`config.mk`:
```
export PLATFORM = sky130hd
export DESIGN_NAME = capture_clear_unit
export DESIGN_NICKNAME = d
export VERILOG_FILES = /design/src/rtl/cap_pkg.sv /design/src/rtl/cap_edge_det.sv /design/src/rtl/cap_trig_sel.sv /design/src/rtl/cap_timer.sv /design/src/rtl/capture_clear_unit.sv
export SDC_FILE = /design/constraint.sdc
export NUM_CORES = 1
export LEC_CHECK = 0
export ABC_AREA = 1
export BUFFER_PORTS_ARGS = -buffer_cell sky130_fd_sc_hd__buf_2
export CAP_MARGIN = 20
export CORE_MARGIN = 3
export CORE_UTILIZATION = 55
export CTS_CLUSTER_DIAMETER = 80
export DETAILED_ROUTE_END_ITERATION = 10
export GPL_TIMING_DRIVEN = 0
export HOLD_SLACK_MARGIN = 0.03
export PLACE_DENSITY = 0.81
export SYNTH_ARGS = -nofsm -noshare
export SYNTH_HDL_FRONTEND = slang
export SYNTH_SLANG_ARGS = --single-unit
```
`constraint.sdc`:
```
create_clock -name clk -period 3.4 [get_ports clk]
set_input_delay 0.17 -clock clk [delete_from_list [all_inputs] [get_ports clk]]
set_output_delay 0.17 -clock clk [all_outputs]
set_load 0.03 [all_outputs]
```
`src/rtl/cap_pkg.sv`:
```
package cap_pkg;
  localparam int REG_AW = 2;

  localparam logic [REG_AW-1:0] ADDR_CTRL  = 2'd0;
  localparam logic [REG_AW-1:0] ADDR_COUNT = 2'd1;
  localparam logic [REG_AW-1:0] ADDR_CAPT  = 2'd2;
  localparam logic [REG_AW-1:0] ADDR_FLAG  = 2'd3;

  typedef enum logic [1:0] {
    EDGE_NONE = 2'd0,
    EDGE_RISE = 2'd1,
    EDGE_FALL = 2'd2,
    EDGE_BOTH = 2'd3
  } edge_sel_e;

  typedef struct packed {
    logic [1:0] alt_src;
    logic       alt_mode;
    logic       clr_on_cap;
    logic       cap_en;
    edge_sel_e  edge_sel;
  } ctrl_t;

  localparam int CTRL_W = $bits(ctrl_t);

  localparam int SRC_PIN = 0;
  localparam int SRC_CNT = 1;
  localparam int SRC_DIR = 2;
  localparam int N_SRC   = 3;
endpackage

```
`src/rtl/cap_edge_det.sv`:
```
module cap_edge_det #(
  parameter int N      = 3,
  parameter int STAGES = 2
) (
  input  logic         clk,
  input  logic         rst_n,
  input  logic [N-1:0] raw_i,
  output logic [N-1:0] rise_o,
  output logic [N-1:0] fall_o
);
  localparam int DEPTH = STAGES + 1;

  logic [DEPTH-1:0][N-1:0] chain_q;

  always_ff @(posedge clk or negedge rst_n) begin
    if (!rst_n) chain_q <= '0;
    else        chain_q <= {chain_q[DEPTH-2:0], raw_i};
  end

  generate
    for (genvar b = 0; b < N; b++) begin : g_bit
      assign rise_o[b] =  chain_q[STAGES-1][b] & ~chain_q[STAGES][b];
      assign fall_o[b] = ~chain_q[STAGES-1][b] &  chain_q[STAGES][b];
    end
  endgenerate
endmodule

```
`src/rtl/cap_trig_sel.sv`:
```
module cap_trig_sel
  import cap_pkg::*;
(
  input  ctrl_t            ctrl_i,
  input  logic [N_SRC-1:0] rise_i,
  input  logic [N_SRC-1:0] fall_i,
  output logic             trig_o
);
  logic [N_SRC-1:0] hit;

  generate
    for (genvar s = 0; s < N_SRC; s++) begin : g_hit
      assign hit[s] = (ctrl_i.edge_sel[0] & rise_i[s]) |
                      (ctrl_i.edge_sel[1] & fall_i[s]);
    end
  endgenerate

  always_comb begin
    if (ctrl_i.alt_mode)
      trig_o = (ctrl_i.alt_src[0] & hit[SRC_CNT]) |
               (ctrl_i.alt_src[1] & hit[SRC_DIR]);
    else
      trig_o = hit[SRC_PIN];
  end
endmodule

```
`src/rtl/cap_timer.sv`:
```
module cap_timer #(
  parameter int TW = 16
) (
  input  logic          clk,
  input  logic          rst_n,
  input  logic          clr_i,
  input  logic          load_i,
  input  logic [TW-1:0] load_val_i,
  input  logic          step_i,
  input  logic          up_i,
  output logic [TW-1:0] count_o
);
  localparam logic [TW-1:0] ONE = TW'(1);

  always_ff @(posedge clk or negedge rst_n) begin
    if (!rst_n)      count_o <= '0;
    else if (clr_i)  count_o <= '0;
    else if (load_i) count_o <= load_val_i;
    else if (step_i) count_o <= up_i ? count_o + ONE : count_o - ONE;
  end
endmodule

```
`src/rtl/capture_clear_unit.sv`:
```
module capture_clear_unit
  import cap_pkg::*;
#(
  parameter int TW          = 16,
  parameter int SYNC_STAGES = 2
) (
  input  logic              clk,
  input  logic              rst_n,
  input  logic              cap_pin_i,
  input  logic              nb_cnt_i,
  input  logic              nb_dir_i,
  input  logic              cnt_en_i,
  input  logic              cnt_up_i,
  input  logic              reg_wr_i,
  input  logic [REG_AW-1:0] reg_addr_i,
  input  logic [TW-1:0]     reg_wdata_i,
  output logic [TW-1:0]     reg_rdata_o,
  output logic              irq_o
);
  localparam int PAD_W = TW - CTRL_W;

  ctrl_t            ctrl_q;
  logic [TW-1:0]    count;
  logic [TW-1:0]    capt_q;
  logic             flag_q;
  logic [N_SRC-1:0] raw_in, rise, fall;
  logic             trig;
  logic             wr_ctrl, wr_count, wr_flag_clr;
  logic             clr_now, latch_now;

  assign raw_in[SRC_PIN] = cap_pin_i;
  assign raw_in[SRC_CNT] = nb_cnt_i;
  assign raw_in[SRC_DIR] = nb_dir_i;

  cap_edge_det #(.N(N_SRC), .STAGES(SYNC_STAGES)) u_edge (
    .clk    (clk),
    .rst_n  (rst_n),
    .raw_i  (raw_in),
    .rise_o (rise),
    .fall_o (fall)
  );

  cap_trig_sel u_sel (
    .ctrl_i (ctrl_q),
    .rise_i (rise),
    .fall_i (fall),
    .trig_o (trig)
  );

  assign wr_ctrl     = reg_wr_i && (reg_addr_i == ADDR_CTRL);
  assign wr_count    = reg_wr_i && (reg_addr_i == ADDR_COUNT);
  assign wr_flag_clr = reg_wr_i && (reg_addr_i == ADDR_FLAG) && reg_wdata_i[0];
  assign clr_now     = trig && ctrl_q.clr_on_cap;
  assign latch_now   = trig && ctrl_q.cap_en;

  cap_timer #(.TW(TW)) u_timer (
    .clk        (clk),
    .rst_n      (rst_n),
    .clr_i      (clr_now),
    .load_i     (wr_count),
    .load_val_i (reg_wdata_i),
    .step_i     (cnt_en_i),
    .up_i       (cnt_up_i),
    .count_o    (count)
  );

  always_ff @(posedge clk or negedge rst_n) begin
    if (!rst_n)       ctrl_q <= '0;
    else if (wr_ctrl) ctrl_q <= ctrl_t'(reg_wdata_i[CTRL_W-1:0]);
  end

  always_ff @(posedge clk or negedge rst_n) begin
    if (!rst_n)         capt_q <= '0;
    else if (latch_now) capt_q <= count;
  end

  always_ff @(posedge clk or negedge rst_n) begin
    if (!rst_n)           flag_q <= 1'b0;
    else if (trig)        flag_q <= 1'b1;
    else if (wr_flag_clr) flag_q <= 1'b0;
  end

  always_comb begin
    unique case (reg_addr_i)
      ADDR_CTRL:  reg_rdata_o = {{PAD_W{1'b0}}, ctrl_q};
      ADDR_COUNT: reg_rdata_o = count;
      ADDR_CAPT:  reg_rdata_o = capt_q;
      default:    reg_rdata_o = {{(TW-1){1'b0}}, flag_q};
    endcase
  end

  assign irq_o = flag_q;
endmodule

```
==> flow_results.xml <==
<?xml version="1.0" encoding="UTF-8"?>
<metrics>
  <group name="clock_tree">
    <metric name="ctsRootBufferMaster" unit="">sky130_fd_sc_hd__clkbuf_8</metric>
    <metric name="clk-insertion-delay-late" unit="ns">0.31</metric>
    <metric name="postCtsSetupBuffers" unit="">0</metric>
    <metric name="clkSlewWorstSetupHoldPaths" unit="ns">0.09</metric>
    <metric name="max-clock-path-buffers" unit="">2</metric>
    <metric name="clock_sinks" unit="">49</metric>
    <metric name="tritoncts.num_buffers" unit="">5</metric>
    <metric name="cts_tree" unit="">done</metric>
    <metric name="clock_tree.htree_level_count" unit="">2</metric>
  </group>
  <group name="outcome">
    <metric name="run_status" unit="">finished, final reports clean</metric>
  </group>
  <group name="floorplanning">
    <metric name="floorplan.die.width" unit="um">82.1</metric>
    <metric name="floorplan.core_area" unit="um^2">5570</metric>
    <metric name="die_area" unit="um^2">6750</metric>
    <metric name="std_cell_rows" unit="">27</metric>
    <metric name="die_h" unit="um">82.1</metric>
    <metric name="initial_core_util" unit="%">57.2</metric>
    <metric name="num_io_pins" unit="">43</metric>
  </group>
  <group name="timing">
    <metric name="rsz_0062_raised_after_global_routing" unit="">no</metric>
    <metric name="worst_slew_margin_rel" unit="%">64.2</metric>
    <metric name="final_count_of_pins_violating_max_slew" unit="">0</metric>
    <metric name="setup_violations" unit="">0</metric>
    <metric name="totalNegativeSetupSlack" unit="ns">0</metric>
    <metric name="timing.final.crit_period" unit="ns">1.90</metric>
    <metric name="fmax" unit="GHz">0.525</metric>
    <metric name="slew_at_the_pin_closest_to_its_max_slew_limit" unit="ns">0.536</metric>
    <metric name="timing.final.hold_violations" unit="">0</metric>
    <metric name="layout_worst_path_cycle_share" unit="%">56.0</metric>
    <metric name="clock-skew-final" unit="ns">0.00604</metric>
  </group>
  <group name="yosys">
    <metric name="synth_flop_cell" unit="">sky130_fd_sc_hd__dfrtp_1</metric>
    <metric name="share_of_yosys_cell_area_claimed_by_the_top_area_cell_type" unit="%">38.5</metric>
    <metric name="synth_warn" unit="">0</metric>
    <metric name="synth_cell_types" unit="">29</metric>
    <metric name="syn_area" unit="um^2">3190</metric>
    <metric name="yosys_register_bits" unit="">49</metric>
    <metric name="synth_seq_area_share" unit="%">38.5</metric>
    <metric name="synth-edff-count" unit="">0</metric>
    <metric name="synthesis.instances" unit="">465</metric>
    <metric name="synth.area.top_cells" unit="">sky130_fd_sc_hd__dfrtp_1 (38%), sky130_fd_sc_hd__nand2_1 (21%), sky130_fd_sc_hd__inv_1 (7.9%), sky130_fd_sc_hd__o21ai_0 (6.9%), sky130_fd_sc_hd__ha_1 (5.5%)</metric>
    <metric name="async_reset_ff_share" unit="%">100</metric>
    <metric name="synth.net_count" unit="">506</metric>
    <metric name="synthesis.area_per_instance" unit="um^2">6.86</metric>
    <metric name="largest_area_contributor_in_the_netlist" unit="">sky130_fd_sc_hd__dfrtp_1</metric>
  </group>
  <group name="power">
    <metric name="worst_ir_drop_vdd" unit="V">0.000380</metric>
    <metric name="power.leakage" unit="nW">2.04</metric>
    <metric name="cellPowerDensity" unit="nW/um^2">750</metric>
  </group>
  <group name="grt">
    <metric name="first_global_vias" unit="">2882</metric>
    <metric name="grt_first_pass_wirelength" unit="mm">13.0</metric>
    <metric name="grt_max_degree" unit="">50</metric>
    <metric name="groute.usage.overall" unit="%">25.3</metric>
    <metric name="gr-total-overflow" unit="">0</metric>
    <metric name="antenna_found_initial" unit="">0</metric>
  </group>
  <group name="detailed_routing">
    <metric name="drt-vias-per-instance" unit="">5.32</metric>
    <metric name="dr.first_iter.drc_count" unit="">239</metric>
    <metric name="number_of_detailed_routing_iterations_run_before_antenna_repair" unit="">5</metric>
    <metric name="drcViolationCount" unit="">0</metric>
    <metric name="wire_per_inst" unit="um">13.6</metric>
    <metric name="drt_wirelength" unit="mm">8.03</metric>
    <metric name="routed_via_count" unit="">3148</metric>
    <metric name="final_antenna_net_count" unit="">0</metric>
  </group>
  <group name="critical_path">
    <metric name="critPathLaunchType" unit="">flip-flop</metric>
    <metric name="critPathKind" unit="">reg2reg</metric>
    <metric name="critPathRequiredTime" unit="ns">3.60</metric>
    <metric name="cp-end-kind" unit="">flip-flop</metric>
    <metric name="critical_path_peak_fanout" unit="">5</metric>
    <metric name="critPathArrivalTime" unit="ns">2.11</metric>
  </group>
  <group name="cells_and_area">
    <metric name="area_growth_syn_to_layout" unit="%">14.3</metric>
    <metric name="final_layout_size_suffix_gt1_share" unit="%">13.1</metric>
    <metric name="antenna-diode-count" unit="">0</metric>
    <metric name="final_nets" unit="">560</metric>
    <metric name="layoutNonFillerInstCount" unit="">592</metric>
  </group>
  <group name="placed_design">
    <metric name="routabilityCongestion" unit="">0.958</metric>
    <metric name="port_buffers" unit="">42</metric>
    <metric name="placed_cells_incl_taps" unit="">579</metric>
    <metric name="dpl.hpwl" unit="mm">6.19</metric>
  </group>
  <group name="flow_run">
    <metric name="max_cap_violations" unit="">0</metric>
  </group>
  <group name="hold_path">
    <metric name="hold_path.class" unit="">in2reg</metric>
  </group>
</metrics>
## placed cells by master, fill, tap and decap left out, types with 2 or more instances in the layout
| cell | instances |
|---|---|
| sky130_fd_sc_hd__nand2_1 | 177 |
| sky130_fd_sc_hd__inv_1 | 67 |
| sky130_fd_sc_hd__dfrtp_1 | 49 |
| sky130_fd_sc_hd__buf_2 | 47 |
| sky130_fd_sc_hd__o21ai_0 | 44 |
| sky130_fd_sc_hd__nand3_1 | 24 |
| sky130_fd_sc_hd__nor2_1 | 16 |
| sky130_fd_sc_hd__nand4_1 | 16 |
| sky130_fd_sc_hd__ha_1 | 14 |
| sky130_fd_sc_hd__a21oi_1 | 12 |
| sky130_fd_sc_hd__clkbuf_1 | 7 |
| sky130_fd_sc_hd__o211ai_1 | 6 |
| sky130_fd_sc_hd__clkbuf_8 | 6 |
| sky130_fd_sc_hd__inv_2 | 4 |
| sky130_fd_sc_hd__nor3_1 | 4 |
| sky130_fd_sc_hd__dlygate4sd3_1 | 4 |
| sky130_fd_sc_hd__or2_2 | 3 |
| sky130_fd_sc_hd__nand3b_1 | 3 |
| sky130_fd_sc_hd__o22ai_1 | 2 |
## metrics by stage
step / utilization [%] / total power [mW] / setup WS (ns) / hold slack (ns) / instance area [um^2]
after floorplan: - / 1.99 / 1.69 / -0.126 / 3190
after global placement: 62.6 / 2.30 / 1.24 / 0.278 / 3490
after detailed placement: 62.6 / 2.35 / 1.20 / 0.280 / 3490
after CTS: 64.8 / 2.72 / 1.51 / 0.0956 / 3610
after global routing: 65.4 / 3.00 / 1.33 / 0.142 / 3640
final: 65.4 / 2.73 / 1.50 / 0.144 / 3640
## power breakdown
part           internal (mW)  switching, mW
logic                  0.510          0.903
registers              0.781          0.171
clock network          0.165          0.202
## what timing repair did
action	4_1_cts	5_1_grt
hold buffers	3	1
endpoints found under the hold margin	3	10
gates resized for setup	0	0
## area by class of cell
| cell class | count | area [um^2] |
|---|---|---|
| Fill cell | 494 | 1930 |
| Clock inverter | 2 | 13.8 |
| Inverter | 71 | 267 |
| Buffer | 13 | 62.6 |
| Clock buffer | 6 | 82.6 |
| Timing Repair Buffer | 47 | 270 |
| Tap cell | 72 | 90.1 |
| Sequential cell | 49 | 1230 |
| Multi-Input combinational cell | 332 | 1630 |
## worst max-delay path, stage by stage (launching register included)
cell	delay (ns)
sky130_fd_sc_hd__dfrtp_1	0.44
sky130_fd_sc_hd__ha_1	0.35
sky130_fd_sc_hd__or2_2	0.34
sky130_fd_sc_hd__nand3_1	0.09
sky130_fd_sc_hd__nand2_1	0.12
sky130_fd_sc_hd__nand2_1	0.13
sky130_fd_sc_hd__nand3_1	0.08
sky130_fd_sc_hd__nand3_1	0.09
sky130_fd_sc_hd__nand2_1	0.06
sky130_fd_sc_hd__nand2_1	0.05
sky130_fd_sc_hd__nand2_1	0.05
## worst paths after layout
| path | cells after the start | end | slack (ns) | from |
|---|---|---|---|---|
| max | 10 | u_timer.count_o[13] | 1.50 | u_timer.count_o[2] |
| max reg2reg | 10 | u_timer.count_o[13] | 1.50 | u_timer.count_o[2] |
| max in group asynchronous | 3 | u_edge.chain_q[7] | 2.64 | rst_n |
| min in group asynchronous | 2 | capt_q[5] | 0.26 | rst_n |
| min reg2reg | 0 | u_edge.chain_q[4] | 0.36 | u_edge.chain_q[1] |
| min | 5 | u_timer.count_o[10] | 0.14 | reg_wdata_i[10] |
## cells in the mapped netlist (5+ instances only)
| cell type | n |
|---|---|
| sky130_fd_sc_hd__o211ai_1 | 6 |
| sky130_fd_sc_hd__ha_1 | 14 |
| sky130_fd_sc_hd__o21ai_0 | 44 |
| sky130_fd_sc_hd__dfrtp_1 | 49 |
| sky130_fd_sc_hd__buf_2 | 5 |
| sky130_fd_sc_hd__clkbuf_1 | 7 |
| sky130_fd_sc_hd__a21oi_1 | 12 |
| sky130_fd_sc_hd__nand4_1 | 16 |
| sky130_fd_sc_hd__inv_1 | 67 |
| sky130_fd_sc_hd__nand3_1 | 24 |
| sky130_fd_sc_hd__nand2_1 | 177 |
| sky130_fd_sc_hd__nor2_1 | 16 |
## logic make-up after synthesis
kind of cell,share of synthesized area [%]
adder cells (fa/ha/maj),6.12
AND/OR/NAND/NOR,32.4
XOR/XNOR,0.275
AO/OA/AOI/OAI,12.4
buffers and inverters,10.3
flip-flops,38.5
## sequential cells by signal, indices dropped and copies added, names as in the netlist
name	cells
ctrl_q	7
u_edge.chain_q	9
u_timer.count_o	16
capt_q	16
irq_o	1
## per-layer routing
| layer | GRT usage, % | part of all wire, % | vias up |
|---|---|---|---|
| met4 | 6.81 | 1.3 | 0 |
| met3 | 4.12 | 7.1 | 7 |
| met5 | 0 | 0 | - |
| met2 | 43.0 | 48 | 106 |
| li1 | - | - | 1591 |
| met1 | 33.4 | 44 | 1444 |
Note: power is estimated with default switching activity, not from simulation.
